$ cat src/rtl/gfm_pkg.sv
package gfm_pkg;
  localparam int BYTE_W  = 8;
  localparam int SEL_W   = 16;
  localparam int SEL_OPA = 0;
  localparam int SEL_OPB = 4;
  localparam int SEL_CAP = 8;
  localparam int SEL_CLR = 15;
  localparam logic [SEL_W-1:0] SEL_USED =
    (SEL_W'(1) << SEL_OPA) | (SEL_W'(1) << SEL_OPB) |
    (SEL_W'(1) << SEL_CAP) | (SEL_W'(1) << SEL_CLR);

  typedef struct packed {
    logic clear;
    logic capture;
    logic shift_a;
    logic shift_b;
    logic shift_r;
  } cmd_t;
endpackage

$ cat src/rtl/gfm_sel_decode.sv
module gfm_sel_decode
  import gfm_pkg::*;
(
  input  logic             rd_en,
  input  logic             wr_en,
  input  logic [SEL_W-1:0] sel,
  output cmd_t             cmd,
  output logic             foreign_only
);
  logic access;
  logic plain;

  always_comb begin
    access        = rd_en | wr_en;
    plain         = !sel[SEL_CLR] && !sel[SEL_CAP];
    cmd.clear     = access && sel[SEL_CLR];
    cmd.capture   = access && sel[SEL_CAP] && !sel[SEL_CLR];
    cmd.shift_a   = wr_en && sel[SEL_OPA] && plain;
    cmd.shift_b   = wr_en && sel[SEL_OPB] && plain;
    cmd.shift_r   = rd_en && sel[SEL_OPA] && plain;
    foreign_only  = access && ((sel & SEL_USED) == '0);
  end

  // clear, capture and byte shifting are mutually exclusive modes
  always_comb begin
    a_r7_mode_exclusive: assert ($onehot0({cmd.clear, cmd.capture,
                                 (cmd.shift_a | cmd.shift_b | cmd.shift_r)}));
  end
endmodule

$ cat src/rtl/gfm_byte_shreg.sv
module gfm_byte_shreg
  import gfm_pkg::*;
#(
  parameter int W      = 32,
  parameter bit UPWARD = 1'b1
) (
  input  logic              clk,
  input  logic              rst_n,
  input  logic              clr,
  input  logic              load,
  input  logic [W-1:0]      load_val,
  input  logic              shift,
  input  logic [BYTE_W-1:0] din,
  output logic [W-1:0]      q
);
  logic [W-1:0] nxt;

  generate
    if (UPWARD) begin : g_up
      always_comb nxt = {q[W-BYTE_W-1:0], din};
    end else begin : g_down
      always_comb nxt = {din, q[W-1:BYTE_W]};
    end
  endgenerate

  always_ff @(posedge clk) begin
    if (!rst_n || clr)   q <= '0;
    else if (load)       q <= load_val;
    else if (shift)      q <= nxt;
  end

  generate
    if (UPWARD) begin : g_chk_up
      // new byte enters low, older contents move up
      a_r2_byte_enters_low: assert property (@(posedge clk) disable iff (!rst_n)
        (shift && !clr && !load) |=>
          (q[BYTE_W-1:0] == $past(din)) &&
          (q[W-1:BYTE_W] == $past(q[W-BYTE_W-1:0])));
    end else begin : g_chk_down
      // shift right by one byte with the supplied fill at the top
      a_r5_byte_leaves_low: assert property (@(posedge clk) disable iff (!rst_n)
        (shift && !clr && !load) |=>
          (q[W-BYTE_W-1:0] == $past(q[W-1:BYTE_W])) &&
          (q[W-1:W-BYTE_W] == $past(din)));
    end
  endgenerate
endmodule

$ cat src/rtl/gfm_clmul_school.sv
module gfm_clmul_school #(
  parameter int W = 16
) (
  input  logic [W-1:0]   a,
  input  logic [W-1:0]   b,
  output logic [2*W-1:0] p
);
  function automatic logic [2*W-1:0] clmul_f(input logic [W-1:0] x,
                                             input logic [W-1:0] y);
    logic [2*W-1:0] acc;
    acc = '0;
    for (int i = 0; i < W; i++)
      for (int j = 0; j < W; j++)
        acc[i+j] = acc[i+j] ^ (x[i] & y[j]);
    return acc;
  endfunction

  always_comb p = clmul_f(a, b);
endmodule

$ cat src/rtl/gfm_clmul.sv
module gfm_clmul #(
  parameter int W         = 32,
  parameter bit KARATSUBA = 1'b1
) (
  input  logic [W-1:0]   a,
  input  logic [W-1:0]   b,
  output logic [2*W-1:0] p
);
  localparam int H = W / 2;

  generate
    if (KARATSUBA) begin : g_kara
      logic [W-1:0] t_hi, t_mix, t_lo, t_mid;
      logic [H-1:0] a_sum, b_sum;
      always_comb begin
        a_sum = a[W-1:H] ^ a[H-1:0];
        b_sum = b[W-1:H] ^ b[H-1:0];
      end
      gfm_clmul_school #(.W(H)) u_hi  (.a(a[W-1:H]), .b(b[W-1:H]), .p(t_hi));
      gfm_clmul_school #(.W(H)) u_mix (.a(a_sum),    .b(b_sum),    .p(t_mix));
      gfm_clmul_school #(.W(H)) u_lo  (.a(a[H-1:0]), .b(b[H-1:0]), .p(t_lo));
      always_comb begin
        t_mid = t_hi ^ t_mix ^ t_lo;
        p = ((2*W)'(t_hi) << W) ^ ((2*W)'(t_mid) << H) ^ (2*W)'(t_lo);
      end
    end else begin : g_flat
      gfm_clmul_school #(.W(W)) u_flat (.a(a), .b(b), .p(p));
    end
  endgenerate

  // multiplying by the unit polynomial returns the other operand
  always_comb begin
    if (b == W'(1))
      a_r9_unit_operand: assert (p == (2*W)'(a));
  end
endmodule

$ cat src/rtl/gf2_bytemul_cop.sv
module gf2_bytemul_cop
  import gfm_pkg::*;
#(
  parameter int OP_W      = 32,
  parameter bit KARATSUBA = 1'b1
) (
  input  logic              clk,
  input  logic              rst_n,
  input  logic              rd_en,
  input  logic              wr_en,
  input  logic [SEL_W-1:0]  sel,
  input  logic [BYTE_W-1:0] wdata,
  output logic [BYTE_W-1:0] rdata
);
  localparam int RES_W = 2 * OP_W;

  cmd_t             cmd;
  logic             foreign_only;
  logic [OP_W-1:0]  opa_q, opb_q;
  logic [RES_W-1:0] prod, res_q;

  gfm_sel_decode u_dec (
    .rd_en(rd_en), .wr_en(wr_en), .sel(sel),
    .cmd(cmd), .foreign_only(foreign_only)
  );

  gfm_byte_shreg #(.W(OP_W), .UPWARD(1'b1)) u_opa (
    .clk(clk), .rst_n(rst_n), .clr(cmd.clear), .load(1'b0),
    .load_val('0), .shift(cmd.shift_a), .din(wdata), .q(opa_q)
  );

  gfm_byte_shreg #(.W(OP_W), .UPWARD(1'b1)) u_opb (
    .clk(clk), .rst_n(rst_n), .clr(cmd.clear), .load(1'b0),
    .load_val('0), .shift(cmd.shift_b), .din(wdata), .q(opb_q)
  );

  gfm_clmul #(.W(OP_W), .KARATSUBA(KARATSUBA)) u_mul (
    .a(opa_q), .b(opb_q), .p(prod)
  );

  gfm_byte_shreg #(.W(RES_W), .UPWARD(1'b0)) u_res (
    .clk(clk), .rst_n(rst_n), .clr(cmd.clear), .load(cmd.capture),
    .load_val(prod), .shift(cmd.shift_r), .din('0), .q(res_q)
  );

  assign rdata = res_q[BYTE_W-1:0];

  // reset clears every register
  a_r1_reset_clears: assert property (@(posedge clk)
    !rst_n |=> (opa_q == '0) && (opb_q == '0) && (res_q == '0));

  // clear access empties all state
  a_r6_clear_access: assert property (@(posedge clk) disable iff (!rst_n)
    ((rd_en || wr_en) && sel[SEL_CLR]) |=>
      (opa_q == '0) && (opb_q == '0) && (rdata == '0));

  // capture loads the product and leaves operands untouched
  a_r4_capture_loads: assert property (@(posedge clk) disable iff (!rst_n)
    ((rd_en || wr_en) && sel[SEL_CAP] && !sel[SEL_CLR]) |=>
      (res_q == $past(prod)) && $stable(opa_q) && $stable(opb_q));

  // no strobe, no change
  a_r8_unstrobed_hold: assert property (@(posedge clk) disable iff (!rst_n)
    (!rd_en && !wr_en) |=> $stable(opa_q) && $stable(opb_q) && $stable(res_q));

  // undecoded select lines are inert
  a_r10_foreign_hold: assert property (@(posedge clk) disable iff (!rst_n)
    foreign_only |=> $stable(opa_q) && $stable(opb_q) && $stable(res_q));
endmodule

$ cat config.mk
export PLATFORM = sky130hd
export DESIGN_NAME = gf2_bytemul_cop
export DESIGN_NICKNAME = d
export VERILOG_FILES = /design/src/rtl/gfm_pkg.sv /design/src/rtl/gfm_sel_decode.sv /design/src/rtl/gfm_byte_shreg.sv /design/src/rtl/gfm_clmul_school.sv /design/src/rtl/gfm_clmul.sv /design/src/rtl/gf2_bytemul_cop.sv
export SDC_FILE = /design/constraint.sdc
export NUM_CORES = 1
export LEC_CHECK = 0
export ABC_CLOCK_PERIOD_IN_PS = 3050
export BUFFER_PORTS_ARGS = -buffer_cell sky130_fd_sc_hd__buf_2
export CAP_MARGIN = 40
export CORE_ASPECT_RATIO = 0.6
export CORE_MARGIN = 1.5
export CORE_UTILIZATION = 50
export CTS_BUF_LIST = sky130_fd_sc_hd__clkbuf_16
export CTS_CLUSTER_SIZE = 12
export DETAILED_ROUTE_END_ITERATION = 12
export PLACE_DENSITY = 0.75
export SLEW_MARGIN = 20
export SYNTH_ARGS = -nofsm -noshare
export SYNTH_HDL_FRONTEND = slang
export SYNTH_SLANG_ARGS = --single-unit
$ cat constraint.sdc
create_clock -name clk -period 3.05 [get_ports clk]
set_input_delay 0.1525 -clock clk [delete_from_list [all_inputs] [get_ports clk]]
set_output_delay 0.1525 -clock clk [all_outputs]
set_load 0.02 [all_outputs]
=== Word level (Yosys, flattened, before mapping) ===
Index checks and enable logic that the tools add are counted.

* Multiplexer cells: 2
* Bitwise operators: 1,450
* Reductions and logical operators: 15

{| class="wikitable"
|+ Operator list
! kind !! count
|-
| bitwise AND 1 bit || 768
|-
| XOR 1 bit || 675
|-
| 2-to-1 mux 64 bit || 2
|-
| XOR 63 x 31 -> 63 bit || 1
|-
| XOR 63 x 48 -> 63 bit || 1
|-
| XOR 16 bit || 2
|-
| XOR 32 x 31 -> 32 bit || 1
|-
| XOR 31 bit || 1
|-
| logical AND 1 bit || 10
|-
| logical NOT 1 bit || 3
|-
| nonzero test 2 bit || 1
|-
| logical OR 1 bit || 1
|-
| OR 1 bit || 1
|}

* Register bits: 128
* Input bits: 28
* Output and inout port bits: 8
* Word-level logic and storage cells: 1,470

=== Depth between registers and ports, before layout ===
Gate-level depths: netlist (run 1).

* Depth in word-level cells: 22
* Gate-level depth with buffers: 10
* Mapped depth without buffers: 8

=== Hierarchy ===
From an unflattened synthesis (run 1), not the netlist that was laid out.

* Cell total of the unflattened synthesis: 2,333
* Area, all modules: 19,454.9 um^2

{| class="wikitable"
|+ Modules (own cells, without submodules)
! module !! instances !! cells each !! area each (um^2)
|-
| gfm_clmul_school || 3 || 547 || 4,122.7
|-
| gfm_byte_shreg at u_opa ... || 2 || 143 || 1,516.5
|-
| gfm_byte_shreg at u_res || 1 || 285 || 2,992.9
|-
| gfm_clmul || 1 || 112 || 980.9
|-
| gfm_sel_decode || 1 || 8 || 76.3
|-
| gf2_bytemul_cop || 1 || 1 || 3.8
|}

=== Least setup slack after synthesis (run 1) ===
Ideal clock, no wire load.

* Kind: reg-to-reg
* From: register u_opb.q[3]
* To: register u_res.q[29]
* Setup time: 0.079 ns
* Arrival: 1.925 ns
* Slack: 1.045 ns
* Cell stages (with the launch flop): 10
* Path buffers: 1
* Clock period less this slack: 2.005 ns
* Path through: dfxtp_1 > buf_4 > xnor2_2 > nor2_2 > xnor2_1 > xnor2_1 > xnor2_1 > xnor2_1 > xnor3_1 > a211oi_2

* Word-level cells in the longest chain between the ends: 11
* Elaborated cells between the ends (all ways): 16
* Classes of those cells: 1 x mux; 15 x bitwise

{| class="wikitable"
|+ RTL lines
! what !! line !! RTL
|-
| from (decl) || gfm_byte_shreg.sv:14 || <nowiki>output logic [W-1:0] q</nowiki>
|-
| from (signal assigned) || gfm_byte_shreg.sv:28 || <nowiki>else if (load) q <= load_val;</nowiki>
|-
| from (signal assigned) || gfm_byte_shreg.sv:29 || <nowiki>else if (shift) q <= nxt;</nowiki>
|-
| XOR 16 bit || gfm_clmul.sv:17 || <nowiki>b_sum = b[W-1:H] ^ b[H-1:0];</nowiki>
|-
| bitwise AND 1 bit || gfm_clmul_school.sv:14 || <nowiki>acc[i+j] = acc[i+j] ^ (x[i] & y[j]);</nowiki>
|-
| XOR 1 bit (4 in series) || gfm_clmul_school.sv:14 ||
|-
| XOR 31 bit || gfm_clmul.sv:23 || <nowiki>t_mid = t_hi ^ t_mix ^ t_lo;</nowiki>
|-
| XOR 32 x 31 -> 32 bit (*) || gfm_clmul.sv:23 ||
|-
| XOR 63 x 48 -> 63 bit (*) || gfm_clmul.sv:24 || <nowiki>p = ((2*W)'(t_hi) << W) ^ ((2*W)'(t_mid) << H) ^ (2*W)'(t_lo);</nowiki>
|-
| XOR 63 x 31 -> 63 bit (*) || gfm_clmul.sv:24 ||
|-
| 2-to-1 mux 64 bit (*) || gfm_byte_shreg.sv:28 ||
|-
| to (signal assigned) || gfm_byte_shreg.sv:28 ||
|-
| to (signal assigned) || gfm_byte_shreg.sv:29 ||
|-
| to (decl) || gfm_byte_shreg.sv:14 ||
|}

Every way passes the cells marked *; elsewhere a longest branch is shown, timed or not.
A chain may end at the register's enable or synchronous reset.

=== Final worst setup path (run 1) ===
* From: register u_opb.q[16]
* To: register u_res.q[29]

* Word-level cells in the longest chain between the ends: 8
* Elaborated cells between the ends (all ways): 10
* Classes of those cells: 1 x mux; 9 x bitwise

{| class="wikitable"
|+ RTL lines
! what !! line
|-
| XOR 16 bit || gfm_clmul.sv:17
|-
| bitwise AND 1 bit || gfm_clmul_school.sv:14
|-
| XOR 1 bit || gfm_clmul_school.sv:14
|-
| XOR 31 bit (*) || gfm_clmul.sv:23
|-
| XOR 32 x 31 -> 32 bit (*) || gfm_clmul.sv:23
|-
| XOR 63 x 48 -> 63 bit (*) || gfm_clmul.sv:24
|-
| XOR 63 x 31 -> 63 bit (*) || gfm_clmul.sv:24
|-
| 2-to-1 mux 64 bit (*) || gfm_byte_shreg.sv:28
|}

Marks and branches as above.

==> results.sh, run 1 <==
export IMPL_status="finished clean"
export IMPL_cts_repair_resize_count=0
export IMPL_drt_pass1_iter_count=6
export IMPL_die_width_um=233.4
export IMPL_placement_rows=50
export IMPL_detail_route_iter0_violations=2014
export IMPL_fraction_of_synthesized_cell_area_taken_by_the_top_area_cell_type_pct=32.23
export IMPL_rr_worst_depth=8
export IMPL_route_final_wire_length_um=52480
export IMPL_timing_final_hold_violations=0
export IMPL_mappedNetlistNets=2297
export IMPL_end_kind="flip-flop"
export IMPL_number_of_synthesized_register_bits=127
export IMPL_post_cts_repair_setup_buffers=0
export IMPL_syn_inst=2269
export IMPL_mappedNetlistArea_mm2=0.01593
export IMPL_num_fill_cells=2900
export IMPL_clock_sinks=127
export IMPL_power_per_cell_area_mw_per_mm2=227.7
export IMPL_crit_start="u_opb.q[16]$_SDFFE_PP0P_"
export IMPL_clkSlewWorstSetupHoldPaths_ps=70
export IMPL_grt_max_degree=53
export IMPL_post_drt_via_cell_ratio=5.608
export IMPL_gr_total_overflow=0
export IMPL_final_nets=2277
export IMPL_layout_common_cells="nand2_1 (661), xnor2_1 (586), nor2_1 (275)"
export IMPL_grtUsageTotal_pct=32.07
export IMPL_die_outline_area_mm2=0.03297
export IMPL_timing_final_max_slew_violations=0
export IMPL_cap_viol_max_count=0
export IMPL_buffer_ports_inserted=23
export IMPL_crit_fanout=13
export IMPL_grt_antenna_before_repair=1
export IMPL_cts_root_buffer_type="clkbuf_16"
export IMPL_netlist_top_cell_by_area="xnor2_1"
export IMPL_timing_worst_setup_path_type="flip-flop to flip-flop"
export IMPL_synthToLayoutAreaGrowth_pct=8.123
export IMPL_fin_ws_ps=164.2
export IMPL_yosys_top_cells_area="xnor2_1 (32%), dfxtp_1 (16%), nand2_1 (16%)"
export IMPL_final_setup_tns_ps=0
export IMPL_fin_worst_skew_ps=10.67
export IMPL_core_area_mm2=0.03128
export IMPL_clock_insertion_delay_worst_skew_ps=450
export IMPL_route_detailed_drc=0
export IMPL_max_vdd_ir_drop_mv=0.3939
export IMPL_routed_via_count=15017
export IMPL_antenna_left=0
export IMPL_whs_path_depth=5
export IMPL_report_final_setup_viol=0
export IMPL_r2r_start="u_opb.q[16]$_SDFFE_PP0P_"
export IMPL_setup_worst_path_start_class="flip-flop"
export IMPL_finalNonFillerCells=2678
export IMPL_critical_path_arrival_ps=3250
export IMPL_holdCritStartpoint="sel[4]"
export IMPL_vias_in_the_first_global_route=14366
export IMPL_die_height_um=141.2
export IMPL_globalplace_congestion=0.9533
export IMPL_critPathRequiredTime_ps=3410
export IMPL_clock_fmax_ghz=0.3465
export IMPL_wire_length_of_the_first_global_routing_pass_um=81300
export IMPL_maxSlewHeadroom_pct=38.74
export IMPL_hp_class="primary input to flip-flop"
export IMPL_post_route_min_period_ps=2886
export IMPL_initial_core_util_pct=50.92
export IMPL_rsz0062_at_grt="no"
export IMPL_detailedPlace_worstSlack_ps=225.1
export IMPL_cts_path_max_buffers=2
export IMPL_place_hpwl_um=36430
export IMPL_cts_tree="built"
export IMPL_antennaDiodeCount=0
export IMPL_static_leakage_power_uw=0.004749
export IMPL_cts_buffers=17
export IMPL_mostFrequentLayoutCell="nand2_1"
export IMPL_synth_sequential_area_ratio_pct=15.96
export IMPL_ctsHtreeMaxLevel=4
export IMPL_postSynthAreaPerCell_um2=7.019
export IMPL_timing_final_crit_share_pct=94.62
export IMPL_io_pins=36
export IMPL_synth_cell_type_count=31
export IMPL_layout_drive_gt1_share_pct=10.96
export IMPL_synth_yosys_warnings=0
export IMPL_routedWlPerCell_um=19.60
export IMPL_placedCellCount=2636
export IMPL_worst_pin_slew_ps=917.6
critical path, stage by stage, from the launching register on:
cell and delay [ps]:
dfxtp_1 840, buf_4 270, nand2_1 70, xor2_1 180, xnor2_1 210, xnor2_1 100, xnor2_1 430, xnor3_1 500
a211oi_2 210
registers in the layout, indices dropped and copies added, names as in the netlist:
| register | cells |
|---|---|
| u_opa.q | 32 |
| u_opb.q | 32 |
| u_res.q | 63 |
area by class of cell:
cell class | count | area [um2] | area share, %
multi-input cells | 1928 | 12200 | 70.82
flip-flops and latches | 127 | 2542 | 14.76
repair buffers | 175 | 1399 | 8.123
well taps | 416 | 520.5 | 3.023
clock buffers | 17 | 425.4 | 2.470
clock inverters | 15 | 137.6 | 0.7992
final timing paths:
| path | to | slack, ps |
|---|---|---|
| max | u_res.q[29]$_SDFFE_PP0P_ | 160 |
| min | u_opb.q[3]$_SDFFE_PP0P_ | 330 |
| max reg2reg | u_res.q[29]$_SDFFE_PP0P_ | 160 |
| min reg2reg | u_opb.q[20]$_SDFFE_PP0P_ | 480 |
power breakdown:
part / internal (uW) / switching [uW]
combinational: 66.5 / 164
clock: 1130 / 873
sequential: 1670 / 16.6
cell families after synthesis:
| logic type | Yosys count | synth area share [%] |
|---|---|---|
| compound gates | 169 | 6.411 |
| xor+xnor | 780 | 45.83 |
| buf+inv | 214 | 7.565 |
| flops | 127 | 15.96 |
| mux | 19 | 1.249 |
| simple gates | 960 | 22.98 |
metrics by stage:
stage	power (uW)	hold slack, ps	cell area (um2)	util (%)
6_report	3920	333.0	17220	55.05
5_1_grt	4019	343.8	17220	55.05
4_1_cts	3926	318.1	17200	54.98
3_5_place_dp	1942	409.7	16550	52.92
3_3_place_gp	1935	407.0	16510	52.78
2_1_floorplan	1858	288.5	15930	-
routing by layer:
layer	wire length [um]	GRT usage [%]	vias to the layer above
li1	-	-	6872
met1	22040	44.08	7085
met2	21580	45.67	931
met3	7039	9.911	129
met4	1824	14.20	0
met5	0	0	-
synth_stat cells (all sizes together):
library cell    n
xnor3           4
a22oi          33
dfxtp         127
o22ai           8
xor2          159
buf           168
o21ai           9
mux2i          12
nor2          282
nand3           2
and2            3
mux2            7
a32oi           1
a21oi          90
clkbuf         46
a211oi         24
or3b            1
and3            3
nor2b           6
a221oi          3
o21a            1
nand2         662
xnor2         617
nor3b           1
repair_timing:
action	CTS	global route
hold buffers	8	0
setup endpoints to repair	0	0
hold endpoints to repair	16	0
Note: power is estimated with default switching activity, not from simulation.
==> run 2: changes to the inputs <==
- CORE_ASPECT_RATIO: 0.6 -> not set
- SLEW_MARGIN: 20 -> not set
==> results.sh, run 2 (synthesis results as in run 1) <==
export IMPL_status="finished clean"
export IMPL_die_outline_area_mm2=0.03293
export IMPL_wire_length_of_the_first_global_routing_pass_um=77800
export IMPL_cts_tree="built"
export IMPL_end_kind="flip-flop"
export IMPL_power_per_cell_area_mw_per_mm2=237.1
export IMPL_mostFrequentLayoutCell="nand2_1"
export IMPL_maxSlewHeadroom_pct=36.41
export IMPL_gr_total_overflow=0
export IMPL_static_leakage_power_uw=0.004710
export IMPL_post_cts_repair_setup_buffers=0
export IMPL_largest_registers="u_res.q (63), u_opa.q (32), u_opb.q (32)"
export IMPL_fin_ws_ps=303.2
export IMPL_setup_worst_path_start_class="flip-flop"
export IMPL_number_of_flip_flops_in_the_largest_register=63
export IMPL_place_hpwl_um=32580
export IMPL_die_height_um=181.5
export IMPL_layout_drive_gt1_share_pct=10.76
export IMPL_route_detailed_drc=0
export IMPL_timing_final_crit_share_pct=90.06
export IMPL_placement_rows=65
export IMPL_timing_final_hold_violations=0
export IMPL_initial_core_util_pct=50.60
export IMPL_drt_pass1_iter_count=5
export IMPL_fin_worst_skew_ps=15.18
export IMPL_route_final_wire_length_um=48660
export IMPL_final_nets=2273
export IMPL_detailedPlace_worstSlack_ps=363.5
export IMPL_routed_via_count=15031
export IMPL_post_drt_via_cell_ratio=5.651
export IMPL_timing_worst_setup_path_type="flip-flop to flip-flop"
export IMPL_detail_route_iter0_violations=1866
export IMPL_rr_worst_depth=8
export IMPL_clkSlewWorstSetupHoldPaths_ps=70
export IMPL_layout_common_cells="nand2_1 (661), xnor2_1 (586), nor2_1 (275)"
export IMPL_cts_buffers=17
export IMPL_buffer_ports_inserted=23
export IMPL_hp_class="primary input to flip-flop"
export IMPL_vias_in_the_first_global_route=14366
export IMPL_antenna_left=0
export IMPL_core_area_mm2=0.03147
export IMPL_clock_insertion_delay_worst_skew_ps=450
export IMPL_synthToLayoutAreaGrowth_pct=7.408
export IMPL_final_setup_tns_ps=0
export IMPL_report_final_setup_viol=0
export IMPL_cts_hold_buffers=8
export IMPL_clock_sinks=127
export IMPL_cts_root_buffer_type="clkbuf_16"
export IMPL_registers_top_by_ff_count="u_res.q"
export IMPL_post_route_min_period_ps=2747
export IMPL_grt_max_degree=63
export IMPL_cts_path_max_buffers=2
export IMPL_globalplace_congestion=0.9682
export IMPL_worst_pin_slew_ps=949.1
export IMPL_timing_final_max_slew_violations=0
export IMPL_critPathRequiredTime_ps=3420
export IMPL_ctsHtreeMaxLevel=4
export IMPL_num_fill_cells=2860
export IMPL_grt_antenna_before_repair=0
export IMPL_crit_fanout=16
export IMPL_io_pins=36
export IMPL_die_width_um=181.5
export IMPL_max_vdd_ir_drop_mv=0.3684
export IMPL_whs_path_depth=4
export IMPL_critical_path_arrival_ps=3120
export IMPL_cts_repair_resize_count=0
export IMPL_grtUsageTotal_pct=29.74
export IMPL_cap_viol_max_count=0
export IMPL_antennaDiodeCount=0
export IMPL_routedWlPerCell_um=18.29
export IMPL_rsz0062_at_grt="no"
export IMPL_clock_fmax_ghz=0.3641
## run 2: area by class of cell
class	count	area, um2	share of cell area, %
Tap cell	402	503.0	2.940
Multi-Input combinational cell	1928	12200	71.29
Sequential cell	127	2542	14.86
Timing Repair Buffer	171	1271	7.431
Clock inverter	15	168.9	0.9874
Clock buffer	17	425.4	2.487
## run 2: metrics by stage
stage	cells	hold WS, ps	instance area (um2)	power (uW)	utilization [%]
floorplan	2269	288.5	15930	1858	-
global placement	2620	405.6	16430	1928	52.21
detailed placement	2620	409.9	16430	1931	52.21
CTS	2660	129.6	17110	4063	54.35
global route	2660	173.7	17110	4167	54.35
finish	2660	141.1	17110	4057	54.35
## run 2: final timing paths
path,from,endpoint,slack (ps)
worst min-delay path,rst_n,u_res.q[37]$_SDFFE_PP0P_,140
worst max register to register,u_opb.q[11]$_SDFFE_PP0P_,u_res.q[29]$_SDFFE_PP0P_,300
worst min register to register,u_opb.q[22]$_SDFFE_PP0P_,u_opb.q[22]$_SDFFE_PP0P_,450
worst max-delay path,u_opb.q[11]$_SDFFE_PP0P_,u_res.q[29]$_SDFFE_PP0P_,300
## run 2: routing by layer
metal  GRT usage (%)  up-vias  routed length (um)
li1                -     6866                   -
met1           38.34     7022               19310
met2           46.54      917               21570
met3           5.114      226                5103
met4           17.80        0                2684
met5               0        -                   0
## run 2: worst max-delay path, stage by stage (launching register included)
cell	delay [ps]
dfxtp_1	500
xnor2_4	600
nor2_1	140
xor2_1	210
xnor2_1	210
xnor2_1	130
xnor2_1	290
xnor3_1	390
a211oi_2	210
## run 2: power breakdown
group	leakage [uW]	internal, uW	total (uW)	switching (uW)
combinational	0.00340	63.9	218	154
sequential	0.00102	1670	1690	14.4
clock	0.000281	1280	2150	871
